### src/rtl/adc_seq_pkg.sv
package adc_seq_pkg;
  localparam int DATA_W    = 8;
  localparam int OFS_CTRL0 = 8;
  localparam int OFS_CTRL1 = 9;
  localparam int OFS_RES   = 10;
  localparam logic [DATA_W-1:0] OFF_READ = 8'hFF;
  localparam logic [2:0] CTRL0_FIXED = 3'b001;
  localparam logic [3:0] CTRL1_LOWFIX = 4'b1111;
endpackage

### src/rtl/adc_seq_regs.sv
module adc_seq_regs
  import adc_seq_pkg::*;
#(
  parameter int ADDR_W = 4,
  parameter int CH_W   = 3
) (
  input  logic              clk,
  input  logic              rst,
  input  logic              wr,
  input  logic              rd,
  input  logic [ADDR_W-1:0] addr,
  input  logic [DATA_W-1:0] wdata,
  input  logic              busy,
  input  logic [DATA_W-1:0] result,
  output logic [DATA_W-1:0] rdata,
  output logic              en,
  output logic              ain,
  output logic              start_p,
  output logic [CH_W-1:0]   act_ch,
  output logic [1:0]        act_ofs
);
  localparam logic [ADDR_W-1:0] A_C0  = ADDR_W'(OFS_CTRL0);
  localparam logic [ADDR_W-1:0] A_C1  = ADDR_W'(OFS_CTRL1);
  localparam logic [ADDR_W-1:0] A_RES = ADDR_W'(OFS_RES);

  logic [CH_W-1:0] ch_q;
  logic [1:0]      ofs_q;
  logic            wr_c0;
  logic [DATA_W-1:0] rd_mux;

  assign wr_c0   = wr && (addr == A_C0) && en;
  assign start_p = wr_c0 && wdata[3];

  always_comb begin
    if (addr == A_C0 || addr == A_C1 || addr == A_RES) begin
      if (!en)
        rd_mux = OFF_READ;
      else if (addr == A_C0)
        rd_mux = {CTRL0_FIXED, ain, busy, ch_q};
      else if (addr == A_C1)
        rd_mux = {en, 1'b0, ofs_q, CTRL1_LOWFIX};
      else
        rd_mux = result;
    end else begin
      rd_mux = '0;
    end
  end

  always_ff @(posedge clk) begin
    if (rst) begin
      en      <= 1'b0;
      ain     <= 1'b0;
      ch_q    <= '0;
      ofs_q   <= '0;
      act_ch  <= '0;
      act_ofs <= '0;
      rdata   <= '0;
    end else begin
      if (wr && addr == A_C1) begin
        en <= wdata[7];
        if (en) ofs_q <= wdata[5:4];
      end
      if (wr_c0) begin
        ain  <= wdata[4];
        ch_q <= wdata[CH_W-1:0];
      end
      if (start_p) begin
        act_ch  <= wdata[CH_W-1:0];
        act_ofs <= ofs_q;
      end
      if (rd) rdata <= rd_mux;
    end
  end

  AST_DISABLED_READ: assert property (@(posedge clk) disable iff (rst)
    (!en && rd && addr == A_RES && !wr) |=> rdata == OFF_READ) else $error("disabled read");
endmodule

### src/rtl/adc_seq_timer.sv
module adc_seq_timer #(
  parameter int SAMP_CYC = 11,
  parameter int MSB_CYC  = 12,
  parameter int LSB_CYC  = 12
) (
  input  logic clk,
  input  logic rst,
  input  logic start,
  input  logic abort,
  output logic busy,
  output logic autozero,
  output logic msb_end,
  output logic lsb_end
);
  localparam int TOTAL    = SAMP_CYC + MSB_CYC + LSB_CYC;
  localparam int CNT_W    = $clog2(TOTAL + 1);
  localparam int MSB_LAST = SAMP_CYC + MSB_CYC - 1;
  localparam int LSB_LAST = TOTAL - 1;

  logic [CNT_W-1:0] cnt;
  logic             run_ok;

  assign run_ok   = busy && !start && !abort;
  assign msb_end  = run_ok && (cnt == CNT_W'(MSB_LAST));
  assign lsb_end  = run_ok && (cnt == CNT_W'(LSB_LAST));
  assign autozero = busy && (cnt < CNT_W'(SAMP_CYC));

  always_ff @(posedge clk) begin
    if (rst) begin
      busy <= 1'b0;
      cnt  <= '0;
    end else if (start) begin
      busy <= 1'b1;
      cnt  <= '0;
    end else if (abort) begin
      busy <= 1'b0;
      cnt  <= '0;
    end else if (busy) begin
      if (cnt == CNT_W'(LSB_LAST)) begin
        busy <= 1'b0;
        cnt  <= '0;
      end else begin
        cnt <= cnt + 1'b1;
      end
    end
  end

  AST_START_SAMPLES: assert property (@(posedge clk) disable iff (rst)
    start |=> autozero) else $error("no sample window");
  AST_ABORT_STOPS: assert property (@(posedge clk) disable iff (rst)
    (abort && !start) |=> !busy) else $error("abort ignored");
  AST_CNT_RANGE: assert property (@(posedge clk) disable iff (rst)
    busy |-> cnt <= CNT_W'(LSB_LAST)) else $error("counter overrun");
endmodule

### src/rtl/adc_seq_capture.sv
module adc_seq_capture
  import adc_seq_pkg::*;
(
  input  logic              clk,
  input  logic              rst,
  input  logic              msb_end,
  input  logic              lsb_end,
  input  logic [DATA_W-1:0] code,
  output logic [DATA_W-1:0] result,
  output logic              done
);
  localparam int NIB_W = DATA_W / 2;

  logic [NIB_W-1:0] hi_q;

  always_ff @(posedge clk) begin
    if (rst) begin
      hi_q   <= '0;
      result <= '0;
      done   <= 1'b0;
    end else begin
      done <= lsb_end;
      if (msb_end) hi_q <= code[DATA_W-1:NIB_W];
      if (lsb_end) result <= {hi_q, code[NIB_W-1:0]};
    end
  end

  AST_DONE_PULSE: assert property (@(posedge clk) disable iff (rst)
    done |=> !done) else $error("done too long");
  AST_RES_ON_DONE: assert property (@(posedge clk) disable iff (rst)
    !$stable(result) |-> done) else $error("result moved without done");
endmodule

### src/rtl/adc_seq_top.sv
module adc_seq_top
  import adc_seq_pkg::*;
#(
  parameter int ADDR_W   = 4,
  parameter int CH_W     = 3,
  parameter int SAMP_CYC = 11,
  parameter int MSB_CYC  = 12,
  parameter int LSB_CYC  = 12
) (
  input  logic              clk,
  input  logic              rst,
  input  logic              bus_wr,
  input  logic              bus_rd,
  input  logic [ADDR_W-1:0] bus_addr,
  input  logic [7:0]        bus_wdata,
  output logic [7:0]        bus_rdata,
  output logic              adc_pwr,
  output logic              ain_en,
  output logic [CH_W-1:0]   conv_ch,
  output logic [1:0]        ref_ofs,
  output logic              autozero,
  input  logic [7:0]        conv_code,
  output logic              conv_done
);
  logic busy, start_p, en, msb_end, lsb_end;
  logic [DATA_W-1:0] result;

  adc_seq_regs #(.ADDR_W(ADDR_W), .CH_W(CH_W)) regs_i (
    .clk(clk), .rst(rst), .wr(bus_wr), .rd(bus_rd), .addr(bus_addr),
    .wdata(bus_wdata), .busy(busy), .result(result), .rdata(bus_rdata),
    .en(en), .ain(ain_en), .start_p(start_p), .act_ch(conv_ch), .act_ofs(ref_ofs)
  );

  adc_seq_timer #(.SAMP_CYC(SAMP_CYC), .MSB_CYC(MSB_CYC), .LSB_CYC(LSB_CYC)) timer_i (
    .clk(clk), .rst(rst), .start(start_p), .abort(!en), .busy(busy),
    .autozero(autozero), .msb_end(msb_end), .lsb_end(lsb_end)
  );

  adc_seq_capture cap_i (
    .clk(clk), .rst(rst), .msb_end(msb_end), .lsb_end(lsb_end),
    .code(conv_code), .result(result), .done(conv_done)
  );

  assign adc_pwr = en;

  AST_CH_HELD: assert property (@(posedge clk) disable iff (rst)
    (busy && !start_p) |=> ($stable(conv_ch) && $stable(ref_ofs))) else $error("settings moved");
  AST_LOW_NIBBLE: assert property (@(posedge clk) disable iff (rst)
    conv_done |-> result[3:0] == $past(conv_code[3:0])) else $error("low nibble");
endmodule

### config.mk
export PLATFORM = sky130hd
export DESIGN_NAME = adc_seq_top
export DESIGN_NICKNAME = d
export VERILOG_FILES = /design/src/rtl/adc_seq_pkg.sv /design/src/rtl/adc_seq_regs.sv /design/src/rtl/adc_seq_timer.sv /design/src/rtl/adc_seq_capture.sv /design/src/rtl/adc_seq_top.sv
export SDC_FILE = /design/constraint.sdc
export NUM_CORES = 1
export LEC_CHECK = 0
export BUFFER_PORTS_ARGS = -buffer_cell sky130_fd_sc_hd__clkbuf_2
export CORE_MARGIN = 1.5
export CORE_UTILIZATION = 50
export CTS_CLUSTER_SIZE = 40
export DETAILED_ROUTE_END_ITERATION = 12
export GPL_TIMING_DRIVEN = 0
export PLACE_DENSITY = 0.8
export SETUP_SLACK_MARGIN = 0.3
export SLEW_MARGIN = 20
export SYNTH_ARGS = -nofsm -noshare
export SYNTH_HDL_FRONTEND = slang
export SYNTH_SLANG_ARGS = --single-unit
### constraint.sdc
create_clock -name clk -period 2.36 [get_ports clk]
set_input_delay 0.236 -clock clk [delete_from_list [all_inputs] [get_ports clk]]
set_output_delay 0.236 -clock clk [all_outputs]
set_load 0.03 [all_outputs]
## Word level (Yosys, flattened, before mapping)

Index checks and enable logic that the tools add are counted.

- $add $sub $neg: 1
- Magnitude comparators: 1
- Eq/ne operators: 5
- Mux-type cells: 9
- Bitwise gates (word level): 1
- Reduce and logical (&&, ||, !) cells: 14

Operators with widths:

| kind | count |
|---|---|
| 2-to-1 mux 8 bit | 4 |
| equality test 4 bit, second input constant | 3 |
| logical AND 1 bit | 9 |
| adder 6 x 1 -> 6 bit, second input constant | 1 |
| equality test 6 x 5 -> 1 bit, second input constant | 1 |
| equality test 6 bit, second input constant | 1 |
| less-than comparator 6 x 4 -> 1 bit, second input constant | 1 |
| 2-to-1 mux 6 bit | 1 |
| 2-to-1 mux 1 bit | 4 |
| OR reduction 3 bit | 1 |
| logical OR 1 bit | 2 |
| AND reduction 2 bit | 1 |
| zero test 1 bit | 1 |
| NOT 1 bit | 1 |

- Register bits after elaboration: 40
- Bits of input ports: 24
- Output and inout bits: 17
- Logic and storage cells: 43

## Logic depth before layout (Yosys ltp)

Gate-level depths: netlist (run 1).

- Word-level depth: 8
- Depth in mapped cells: 7

## Hierarchy

Synthesis (run 1) repeated with hierarchy kept, for this count alone.

- Cell total of the unflattened synthesis: 186
- Area, all modules: 1740.4 um^2

By module, submodules not included:

| module | instances | cells an instance | area each (um^2) | sequential area each (um^2) |
|---|---|---|---|---|
| adc_seq_regs | 1 | 96 | 898.4 | 400.4 |
| adc_seq_capture | 1 | 41 | 452.9 | 260.2 |
| adc_seq_timer | 1 | 48 | 385.4 | 140.1 |
| adc_seq_top | 1 | 1 | 3.8 | 0.0 |

## Worst setup path before layout (run 1)

Ideal clock, no wire load.

- Path type: flip-flop to output port
- From: register timer_i.cnt[0]
- To: output autozero
- Data arrival time: 1682 ps
- Required time: 2124 ps
- Setup slack: 442 ps
- Cell stages (with the launch flop): 4
- Path buffers: 0
- Cells stage by stage: dfxtp_1 -> ha_1 -> o21ai_0 -> nor4b_1

- Word-level cells in the longest chain between the ends: 2

RTL lines:

| item | RTL line | text |
|---|---|---|
| start, declared | adc_seq_timer.sv:20 | `logic [CNT_W-1:0] cnt;` |
| start signal, assigned | adc_seq_timer.sv:43 | `cnt <= cnt + 1'b1;` |
| less-than comparator 6 x 4 -> 1 bit | adc_seq_timer.sv:26 | `assign autozero = busy && (cnt < CNT_W'(SAMP_CYC));` |
| logical AND 1 bit | adc_seq_timer.sv:26 |  |
| end, declared | adc_seq_top.sv:21 | `output logic autozero,` |

Every way passes these cells.

## Worst setup path after layout (run 1)

- From: register timer_i.busy
- To: output autozero

- Word-level cells in the longest chain between the ends: 1

RTL lines:

| item | RTL line | text |
|---|---|---|
| start, declared | adc_seq_timer.sv:10 | `output logic busy,` |
| start signal, assigned | adc_seq_timer.sv:30 | `busy <= 1'b0;` |
| start signal, assigned | adc_seq_timer.sv:33 | `busy <= 1'b1;` |
| start signal, assigned | adc_seq_timer.sv:36 | `busy <= 1'b0;` |
| logical AND 1 bit | adc_seq_timer.sv:26 |  |

Every way passes these cells.

==> results by group, run 1 <==
STA
  – Worst Skew: around 0.010 ns
  – Setup violations, final: 0
  – Max Fclk: between 500 and 600 MHz
  – RSZ-0062 raised after global routing: no
  – Final min period: around 1.9 ns
  – Final Cycle Share: between 70 and 80%
  – Worst slew margin: approximately 59%
  – Pins over their slew limit: 0
  – Setup TNS: 0 ns
  – Hold WS: between 0.09 and 0.1 ns
  – Worst Max-Slew Pin Slew: about 0.6 ns
  – Hold Violations, Final: 0

Critical path
  – Reg2Reg Setup Slack: 0.79 ns
  – Nature of the critical path endpoint: output port
  – Worst Path Max Fanout: 9
  – R2r endpoint: cap_i.result[2]
  – Worst Setup Start Kind: register
  – Worst R2R Path Depth: 7
  – Worst Setup Path Type: reg2out
  – Reg2Reg Launch Point: timer_i.cnt[0]
  – Worst Path Arrival: 1.65 ns
  – Worst path required time: 2.12 ns

Placed design
  – GPL Wtd Cong: 0.839
  – IO Port Bufs: 38
  – DP HPWL: between 2 and 3 mm
  – Placed Instances: approximately 290

Floorplan
  – Total Die Area: 4020 µm²
  – Core Area: around 3400 µm²
  – Initial Util: ~53%
  – I/O pin count: slightly above 40
  – Width of the die: ~63 µm
  – Site Rows: 21
  – Die Y: approximately 63 µm

Min path
  – Hold path start: conv_code[7]
  – Worst Hold Path Cells: 3
  – End of the worst hold path: cap_i.hi_q[3]
  – Worst Hold Class: in2reg

Run
  – Maxcap violations: 0

Clock network
  – Cts repair resizes: 0
  – Hold_buf cts: 0
  – Worst-path clk slew: 0.12 ns
  – H-tree depth: 2
  – Clock Sinks: 40
  – Clock Path Buffers: 2
  – Root Buffer: clkbuf_4
  – CTS Buf Count: 5
  – Setup Buffers After CTS: 0
  – Clk_lat worst skew: around 0.35 ns
  – CTS tree: built

Synth
  – Ys async rst share: 0%
  – Most common cell in the synthesized netlist: dfxtp_1
  – Seq/Total Area, Yosys: between 40 and 50%
  – Top cell type's share of synthesized area: between 40% and 50%
  – Synth cell types: 39
  – YS warnings: 0
  – Area contributors post-synth: dfxtp_1, mux2i_1, nand2_1, nor2_1, a21oi_1
  – Mean Syn Cell Area: roughly 9.1 µm²
  – Synth Instances: between 200 and 250
  – Mapped Nets: around 230
  – Synthesized area: 1820 µm²
  – Post-synth EDFFs: 0
  – #FFs+latches synth: 40
  – Most instantiated cells after synthesis: dfxtp_1, nand2_1, mux2i_1
  – Leading area contributor after synthesis: dfxtp_1
  – Primary FF master, synth: dfxtp_1

Routing
  – Wire per inst: roughly 12 µm
  – Vias per cell: between 5 and 6
  – Total wire length: 3.66 mm
  – DRT iter0 DRCs: between 50 and 60
  – DRT antenna net count: 0
  – Pre-antenna DRT Iters: 4
  – Vias: between 1500 and 2000
  – DRC errors left: 0

Cells and area
  – Post-route insts no fill: approximately 300
  – Area growth syn-to-layout: 18.0%
  – Final nets: 272
  – Filler Cell Count: 306
  – Utilization after layout: 63.0%
  – Area of the multi-input gates: roughly 950 µm²
  – Layout cells sized above 1: around a quarter
  – Total area of sequential cells: between 800 and 900 µm²
  – Antenna diodes: 0

Global routing
  – Number of global-route vias before repair: ~1400
  – Grt ovf: 0
  – Antenna violations before repair: 0
  – First-pass GRT wire length: 6.35 mm
  – Largest net degree at the start of global routing: 14
  – Total global-route track usage: between 20% and 30%

Power
  – Maximum vdd drop: 476 µV
  – Overall power: 1.22 mW
  – Static Leak: between 0.9 and 1 nW
  – Pwr Density: around 570 nW/µm²

Run status
  – Status: finished, final reports clean
-- cells by family (layout without fill, tap and decap cells) --
kind of cell,Yosys count,after routing,synth area share [%]
muxes,27,27,15.0
xor gates and xnor gates,2,2,0.960
and+or+nand+nor,89,89,26.4
buffers and inverters,15,61,4.05
DFF,40,40,43.9
AOI/OAI and AO/OA,26,26,8.37
adders and majority gates,2,2,1.37
-- cells in the final DEF (no fill, tap or decap), drive strengths merged, types with 3 or more instances in the layout --
| cell | Yosys | routed |
|---|---|---|
| clkbuf | 4 | 47 |
| dfxtp | 40 | 40 |
| nand2 | 27 | 27 |
| mux2i | 25 | 25 |
| nor2 | 24 | 24 |
| a21oi | 11 | 11 |
| o21ai | 9 | 9 |
| buf | 7 | 7 |
| nor2b | 6 | 6 |
| nand3 | 5 | 5 |
| nor3 | 4 | 4 |
| nand2b | 4 | 4 |
| nand4 | 4 | 4 |
| inv | 3 | 3 |
| o211a | 3 | 3 |
-- sequential cells by signal, summed over array words and instances (netlist names) --
register,count
cap_i.done,1
cap_i.hi_q,4
cap_i.result,8
regs_i.act_ch,3
regs_i.act_ofs,2
regs_i.ain,1
regs_i.ch_q,3
regs_i.en,1
regs_i.ofs_q,2
regs_i.rdata,8
timer_i.busy,1
timer_i.cnt,6
-- per-layer routing --
layer / vias up / track usage, % / share of wire [%]
met5: - / 0 / 0
met4: 0 / 9.24 / 1.5
met3: 5 / 5.00 / 5.5
met2: 41 / 31.6 / 46
met1: 691 / 25.6 / 47
li1: 779 / - / -
-- worst max path at each step --
stage                        start               to
finish                timer_i.busy         autozero
global route        timer_i.cnt[1]         autozero
CTS                   timer_i.busy         autozero
detailed placement     bus_addr[0]  regs_i.rdata[4]
global placement    timer_i.cnt[0]  cap_i.result[0]
floorplan           timer_i.cnt[0]         autozero
-- per-stage QoR --
| stage | worst slack (ns) | area, µm² |
|---|---|---|
| 2_1_floorplan | 0.442 | 1820 |
| 3_3_place_gp | 0.857 | 2070 |
| 3_5_place_dp | 0.823 | 2070 |
| 4_1_cts | 0.466 | 2150 |
| 5_1_grt | 0.377 | 2150 |
| 6_report | 0.473 | 2150 |
-- critical path, stage by stage (launching register included) --
cell and delay (ns):
dfxtp_1 0.32, buf_2 0.20, inv_1 0.16, nor4b_1 0.35, clkbuf_2 0.26
-- report_power, final --
group          leakage, nW  switching [mW]  internal [mW]  total [mW]
Clock               0.0412           0.231          0.221       0.452
Sequential           0.323         0.00216          0.680       0.682
Combinational        0.628          0.0513         0.0320      0.0833
-- cell type report --
class,count,area share [%]
repair buffers,38,8.84
well taps,46,2.67
multi-input cells,146,44.1
plain buffers,11,2.73
flip-flops and latches,40,37.2
clock buffers,5,1.74
clock inverters,3,1.98
inverters,4,0.698
Power figures use the tool's default switching activity.
==> run 2: changes to the inputs <==
clock period = 1.98 ns   (was 2.36 ns; I/O delays follow)
==> results by group, run 2 (same netlist as run 1, synthesis figures left out) <==
Run status
  – Status: finished, final reports clean

Cells and area
  – Largest regs: cap_i.result: 8 flops, regs_i.rdata: 8 flops, timer_i.cnt: 6 flops
  – Area of the multi-input gates: 971 µm² (+2.2%)
  – Total area of sequential cells: 803 µm² (+0.31%)
  – Commonest non-fill, non-tap cell in the layout: dfxtp_1
  – Filler Cell Count: 307 (+0.33%)
  – Final nets: 272 (unchanged)
  – Layout cells sized above 1: 26.3% (+2.4 points)
  – Commonest non-fill, non-tap cells in the layout: dfxtp_1, clkbuf_2, nand2_1, mux2i_1, nor2_1
  – Antenna diodes: 0 (unchanged)
  – Area growth syn-to-layout: 20.3%
  – Post-route insts no fill: 293 (unchanged)

Placed design
  – Placed Instances: 285 (unchanged)
  – Place WS: 0.472 ns (-0.350 ns)
  – IO Port Bufs: 38 (unchanged)
  – GPL Wtd Cong: 0.819 (-2.3%)
  – DP HPWL: 2.73 mm (+4.0%)

Routing
  – Total wire length: 3.67 mm (+0.27%)
  – DRC errors left: 0 (unchanged)
  – Vias per cell: 5.19 (+0.26%)
  – Wire per inst: 12.5 µm (+0.27%)
  – Pre-antenna DRT Iters: 4 (unchanged)
  – DRT antenna net count: 0 (unchanged)
  – DRT iter0 DRCs: 75 (+47%)
  – Vias: 1520 (+0.26%)

STA
  – Worst setup slack after layout: 0.371 ns (-0.102 ns)
  – Hold Violations, Final: 0 (unchanged)
  – Setup TNS: 0 ns (unchanged)
  – Setup violations, final: 0 (unchanged)
  – Final min period: roughly 1.6 ns
  – Worst Skew: 0.00211 ns (-0.00806 ns)
  – Worst Max-Slew Pin Slew: 0.582 ns (-0.0293 ns)
  – Final Cycle Share: between 80 and 90%
  – Max Fclk: ~620 MHz
  – Worst slew margin: 61.2% (+2.0 points)
  – Pins over their slew limit: 0 (unchanged)
  – RSZ-0062 raised after global routing: no

Global routing
  – Largest net degree at the start of global routing: 14 (unchanged)
  – First-pass GRT wire length: 6.31 mm (-0.55%)
  – Number of global-route vias before repair: 1441 (+2.3%)
  – Total global-route track usage: 19.7% (-0.29 points)
  – Antenna violations before repair: 0 (unchanged)
  – Grt ovf: 0 (unchanged)

Floorplan
  – Site Rows: 21 (unchanged)
  – I/O pin count: 41 (unchanged)
  – Total Die Area: 4020 µm² (unchanged)
  – Core Area: 3420 µm² (unchanged)
  – Die Y: 63.4 µm (unchanged)
  – Width of the die: 63.4 µm (unchanged)
  – Initial Util: 53.4% (unchanged)

Critical path
  – Nature of the critical path endpoint: output port
  – Reg2Reg Setup Slack: 0.45 ns (-0.34 ns)
  – Worst Path Arrival: 1.41 ns (-0.24 ns)
  – R2r endpoint: cap_i.result[4]
  – Worst Path Max Fanout: 5 (-4)
  – Reg2Reg Launch Point: timer_i.cnt[5]
  – Worst Setup Start Kind: register
  – Worst path required time: 1.78 ns (-0.34 ns)
  – Worst Setup Path Type: reg2out
  – Worst R2R Path Depth: 5 (-2)

Min path
  – End of the worst hold path: cap_i.hi_q[3]
  – Worst Hold Path Cells: 3 (unchanged)
  – Hold path start: conv_code[7]
  – Worst Hold Class: in2reg

Clock network
  – Root Buffer: clkbuf_4
  – Setup Buffers After CTS: 0 (unchanged)
  – CTS Buf Count: 5 (unchanged)
  – Clock Path Buffers: 2 (unchanged)
  – Clk_lat worst skew: 0.34 ns (about the same)
  – H-tree depth: 2 (unchanged)
  – Worst-path clk slew: 0.12 ns (about the same)
  – Clock Sinks: 40 (unchanged)
  – CTS tree: built
  – Hold_buf cts: 0 (unchanged)

Run
  – Maxcap violations: 0 (unchanged)

Power
  – Pwr Density: 675 nW/µm² (+19%)
  – Static Leak: 1.01 nW (+1.7%)
  – Overall power: 1.48 mW (+22%)
  – Maximum vdd drop: 483 µV (+1.6%)
[run 2: area by class of cell]
cell class / instances / area share (%)
flip-flops and latches: 40 / 36.6
plain buffers: 11 / 2.79
well taps: 46 / 2.62
clock buffers: 6 / 2.34
inverters: 4 / 0.684
repair buffers: 38 / 8.95
clock inverters: 2 / 1.77
multi-input cells: 146 / 44.2
[run 2: power by group]
part | internal (mW) | switching [mW]
Sequential | 0.810 | 0.00262
Clock | 0.302 | 0.268
Combinational | 0.0381 | 0.0599
[run 2: worst max-delay path, stage by stage (launching register included)]
cell and delay, ns:
dfxtp_2 0.36, ha_2 0.20, o21ai_2 0.12, nor4b_4 0.22, buf_6 0.16
[run 2: routing by layer]
metal	share of wire [%]	up-vias	global-route usage (%)
met5	0	-	0
met4	1.1	0	5.71
met3	5.7	4	6.96
met2	48	34	31.7
met1	45	703	24.9
li1	-	779	-
[run 2: through the flow]
step	instance area, µm²	hold slack [ns]	util (%)
finish	2190	0.0675	64.2
floorplan	1830	0.340	-
CTS	2170	0.0573	63.6
global placement	2080	0.430	60.8
global route	2190	0.0473	64.2
detailed placement	2080	0.438	60.8
[run 2: worst max path at each step]
stage	startpoint	to	slack (ns)
2_1_floorplan	regs_i.en	cap_i.result[0]	0.44
3_5_place_dp	timer_i.cnt[0]	cap_i.result[1]	0.47
5_1_grt	timer_i.cnt[0]	autozero	0.30
4_1_cts	timer_i.cnt[0]	autozero	0.31
6_report	timer_i.cnt[0]	autozero	0.37
3_3_place_gp	bus_addr[0]	regs_i.rdata[3]	0.48
[run 2: timing repair]
action,CTS,global route
setup endpoints to repair,1,1
gates resized for setup,5,6
cloned,0,0
==> run 3: changes to the inputs <==
ABC_AREA = 1   (was default)
PLACE_DENSITY = 0.79   (was 0.8)
clock period = 1.6 ns   (was 1.98 ns; I/O delays follow)
==> results by group, run 3 <==
Routing
  – DRT antenna net count: 0 (unchanged)
  – Total wire length: 4.78 mm (+30%)
  – DR WL met3: 337 µm (+61%)
  – Vias: 1908 (+26%)
  – Vias per cell: 5.29 (+1.9%)
  – DRT iter0 DRCs: 251 (+230%)
  – M1 WL: 2.13 mm (+28%)
  – Routed wire length on met2: 2.24 mm (+28%)
  – Uppermost layer routed: met4
  – Pre-antenna DRT Iters: 9 (+5)
  – Wire per inst: 13.2 µm (+5.7%)
  – DRC errors left: 1 (+1)

Synth
  – Ys async rst share: 0% (unchanged)
  – Mean Syn Cell Area: 7.23 µm² (-20%)
  – Post-synth EDFFs: 0 (unchanged)
  – Mapped Nets: 284 (+25%)
  – Synthesized area: 1860 µm² (+2.2%)
  – #FFs+latches synth: 40 (unchanged)
  – Most common cell in the synthesized netlist: nand2_1
  – Synth cell types: 22 (-44%)
  – YS warnings: 0 (unchanged)
  – Synth Instances: 258 (+28%)
  – Top cell type's share of synthesized area: 43.0% (-0.94 points)
  – Seq/Total Area, Yosys: 43.0% (-0.94 points)
  – Primary FF master, synth: dfxtp_1
  – Most instantiated cells after synthesis: nand2_1, dfxtp_1, a21oi_1
  – Leading area contributor after synthesis: dfxtp_1
  – Area contributors post-synth: dfxtp_1, nand2_1, a21oi_1, inv_1, o21ai_0

Critical path
  – Worst path required time: 1.44 ns (-0.34 ns)
  – Worst R2R Path Depth: 7 (+2)
  – Crit-path cells: ha_4 -> a31oi_1 -> buf_4
  – Reg2Reg Setup Slack: 0.29 ns (-0.16 ns)
  – Worst Setup Path Type: reg2out
  – R2r endpoint: cap_i.result[4]
  – Worst Setup Start Kind: register
  – Nature of the critical path endpoint: output port
  – Reg2Reg Launch Point: timer_i.cnt[2]
  – Worst Path Arrival: 1.16 ns (-0.25 ns)
  – Worst Path Max Fanout: 4 (-1)
  – Slowest cell on the critical path: dfxtp_4
  – CP max stage delay: 0.37 ns (about the same)

Cells and area
  – Largest regs: cap_i.result: 8 flops, regs_i.rdata: 8 flops, timer_i.cnt: 6 flops
  – Area growth syn-to-layout: 30.5%
  – Commonest non-fill, non-tap cells in the layout: nand2_1, clkbuf_2, a21oi_1, dfxtp_1, inv_1
  – Antenna diodes: 0 (unchanged)
  – Non-Filler Cell Area, Final: 2430 µm² (+11%)
  – Layout cells sized above 1: 28.8% (+2.4 points)
  – Commonest non-fill, non-tap cell in the layout: nand2_1
  – Final nets: 338 (+24%)

Power
  – Pwr Density: 935 nW/µm² (+38%)
  – Maximum vdd drop: 589 µV (+22%)
  – Static Leak: 0.985 nW (-2.3%)

Placed design
  – GPL Wtd Cong: 0.826 (+0.79%)
  – Cell Area, Placed: 2120 µm² (+2.0%)
  – DP HPWL: 3.12 mm (+15%)
  – Place WS: 0.173 ns (-0.299 ns)
  – IO Port Bufs: 39 (+2.6%)

Clock network
  – Root Buffer: clkbuf_8
  – Worst-path clk slew: 0.08 ns (-0.04 ns)
  – CTS tree: built
  – Clk_lat worst skew: 0.30 ns (-0.04 ns)
  – Clock Sinks: 40 (unchanged)
  – H-tree depth: 2 (unchanged)
  – Hold_buf cts: 0 (unchanged)
  – Clock Path Buffers: 2 (unchanged)
  – CTS Buf Count: 5 (unchanged)

Floorplan
  – Initial Util: 51.3% (-2.1 points)
  – Die Y: 64.1 µm (+1.0%)
  – Width of the die: 64.1 µm (+1.0%)
  – I/O pin count: 41 (unchanged)
  – Site Rows: 22 (+4.8%)
  – Core Area: 3630 µm² (+6.4%)
  – Total Die Area: 4100 µm² (+2.1%)

STA
  – Pins over their slew limit: 0 (unchanged)
  – Final Cycle Share: about 83%
  – Worst Skew: 0.00782 ns (+0.00571 ns)
  – Setup violations, final: 0 (unchanged)
  – Hold Violations, Final: 0 (unchanged)
  – Worst Max-Slew Pin Slew: 0.474 ns (-0.108 ns)
  – Final min period: approximately 1.3 ns
  – RSZ-0062 raised after global routing: yes
  – Setup TNS: 0 ns (unchanged)
  – Worst setup slack after layout: 0.275 ns (-0.0960 ns)
  – Worst slew margin: 68.4% (+7.2 points)
  – Max Fclk: between 700 and 800 MHz

Min path
  – Worst Hold Path Cells: 3 (unchanged)
  – End of the worst hold path: cap_i.result[2]
  – Worst Hold Class: in2reg
  – Hold path start: conv_code[2]

Global routing
  – Antenna violations before repair: 0 (unchanged)
  – First-pass GRT wire length: 7.31 mm (+16%)
  – Grt ovf: 0 (unchanged)
  – Largest net degree at the start of global routing: 14 (unchanged)
  – Total global-route track usage: 22.7% (+3.0 points)
  – Number of global-route vias before repair: 1694 (+18%)

Run status
  – Status: finished with violations
  – Violated checks: DRC

Run
  – Maxcap violations: 0 (unchanged)
-- run 3: what timing repair did --
| action | in CTS | in global routing |
|---|---|---|
| hold endpoints to repair | 0 | 0 |
| setup endpoints to repair | 19 | 26 |
| pin swaps | 2 | 10 |
| cloned | 0 | 1 |
| setup buffers | 1 | 6 |
| gates resized for setup | 20 | 16 |
-- run 3: worst max-delay path: cells and delay by family (launching register included) --
family,cells,cell delay (ns)
DFF,1,0.37
buffers and inverters,1,0.19
adders and majority gates,1,0.17
AOI/OAI and AO/OA,1,0.14
-- run 3: worst max-delay path by stage --
stage,from,endpoint,slack [ns],cells after the start
finish,timer_i.cnt[0],autozero,0.28,3
global route,timer_i.cnt[2],cap_i.result[6],0.19,8
CTS,timer_i.cnt[0],autozero,0.27,3
detailed placement,timer_i.cnt[0],cap_i.result[6],0.17,9
global placement,timer_i.cnt[0],cap_i.result[4],0.20,8
floorplan,timer_i.cnt[0],cap_i.result[4],0.33,8
-- run 3: layer usage --
metal,vias to the layer above,global-route usage [%]
met1,865,27.6
met4,0,7.61
li1,957,-
met3,10,5.81
met2,76,38.9
met5,-,0
-- run 3: cell type report --
cell class | count | area, µm²
Buffer | 9 | 56.3
Clock buffer | 5 | 68.8
Clock inverter | 3 | 90.1
Fill cell | 325 | 1200
Inverter | 34 | 133
Multi-Input combinational cell | 175 | 946
Sequential cell | 40 | 823
Tap cell | 48 | 60.1
Timing Repair Buffer | 47 | 255
-- run 3: report_power, final --
part	internal, mW	switching, mW
clock	0.780	0.363
sequential	0.994	0.00403
combinational	0.0458	0.0863
total	1.82	0.454
-- run 3: metrics by stage --
step                      hold WS [ns]  utilization, %  total power [mW]  cells
after detailed placement         0.437            58.4              1.16    345
after floorplan                  0.328               -              1.10    258
after CTS                        0.121            64.3              2.29    354
after global placement           0.427            58.4              1.16    345
after global routing             0.132            66.9              2.34    361
final                            0.118            66.9              2.27    361
-- run 3: cells by family (layout without fill, tap and decap cells) --
kind of cell,count (synthesis),after routing,synth area share [%]
and+or+nand+nor,110,110,27.5
AOI/OAI and AO/OA,60,60,17.0
buffers and inverters,43,98,9.80
DFF,40,40,43.0
xor gates and xnor gates,3,3,1.41
adders and majority gates,2,2,1.34
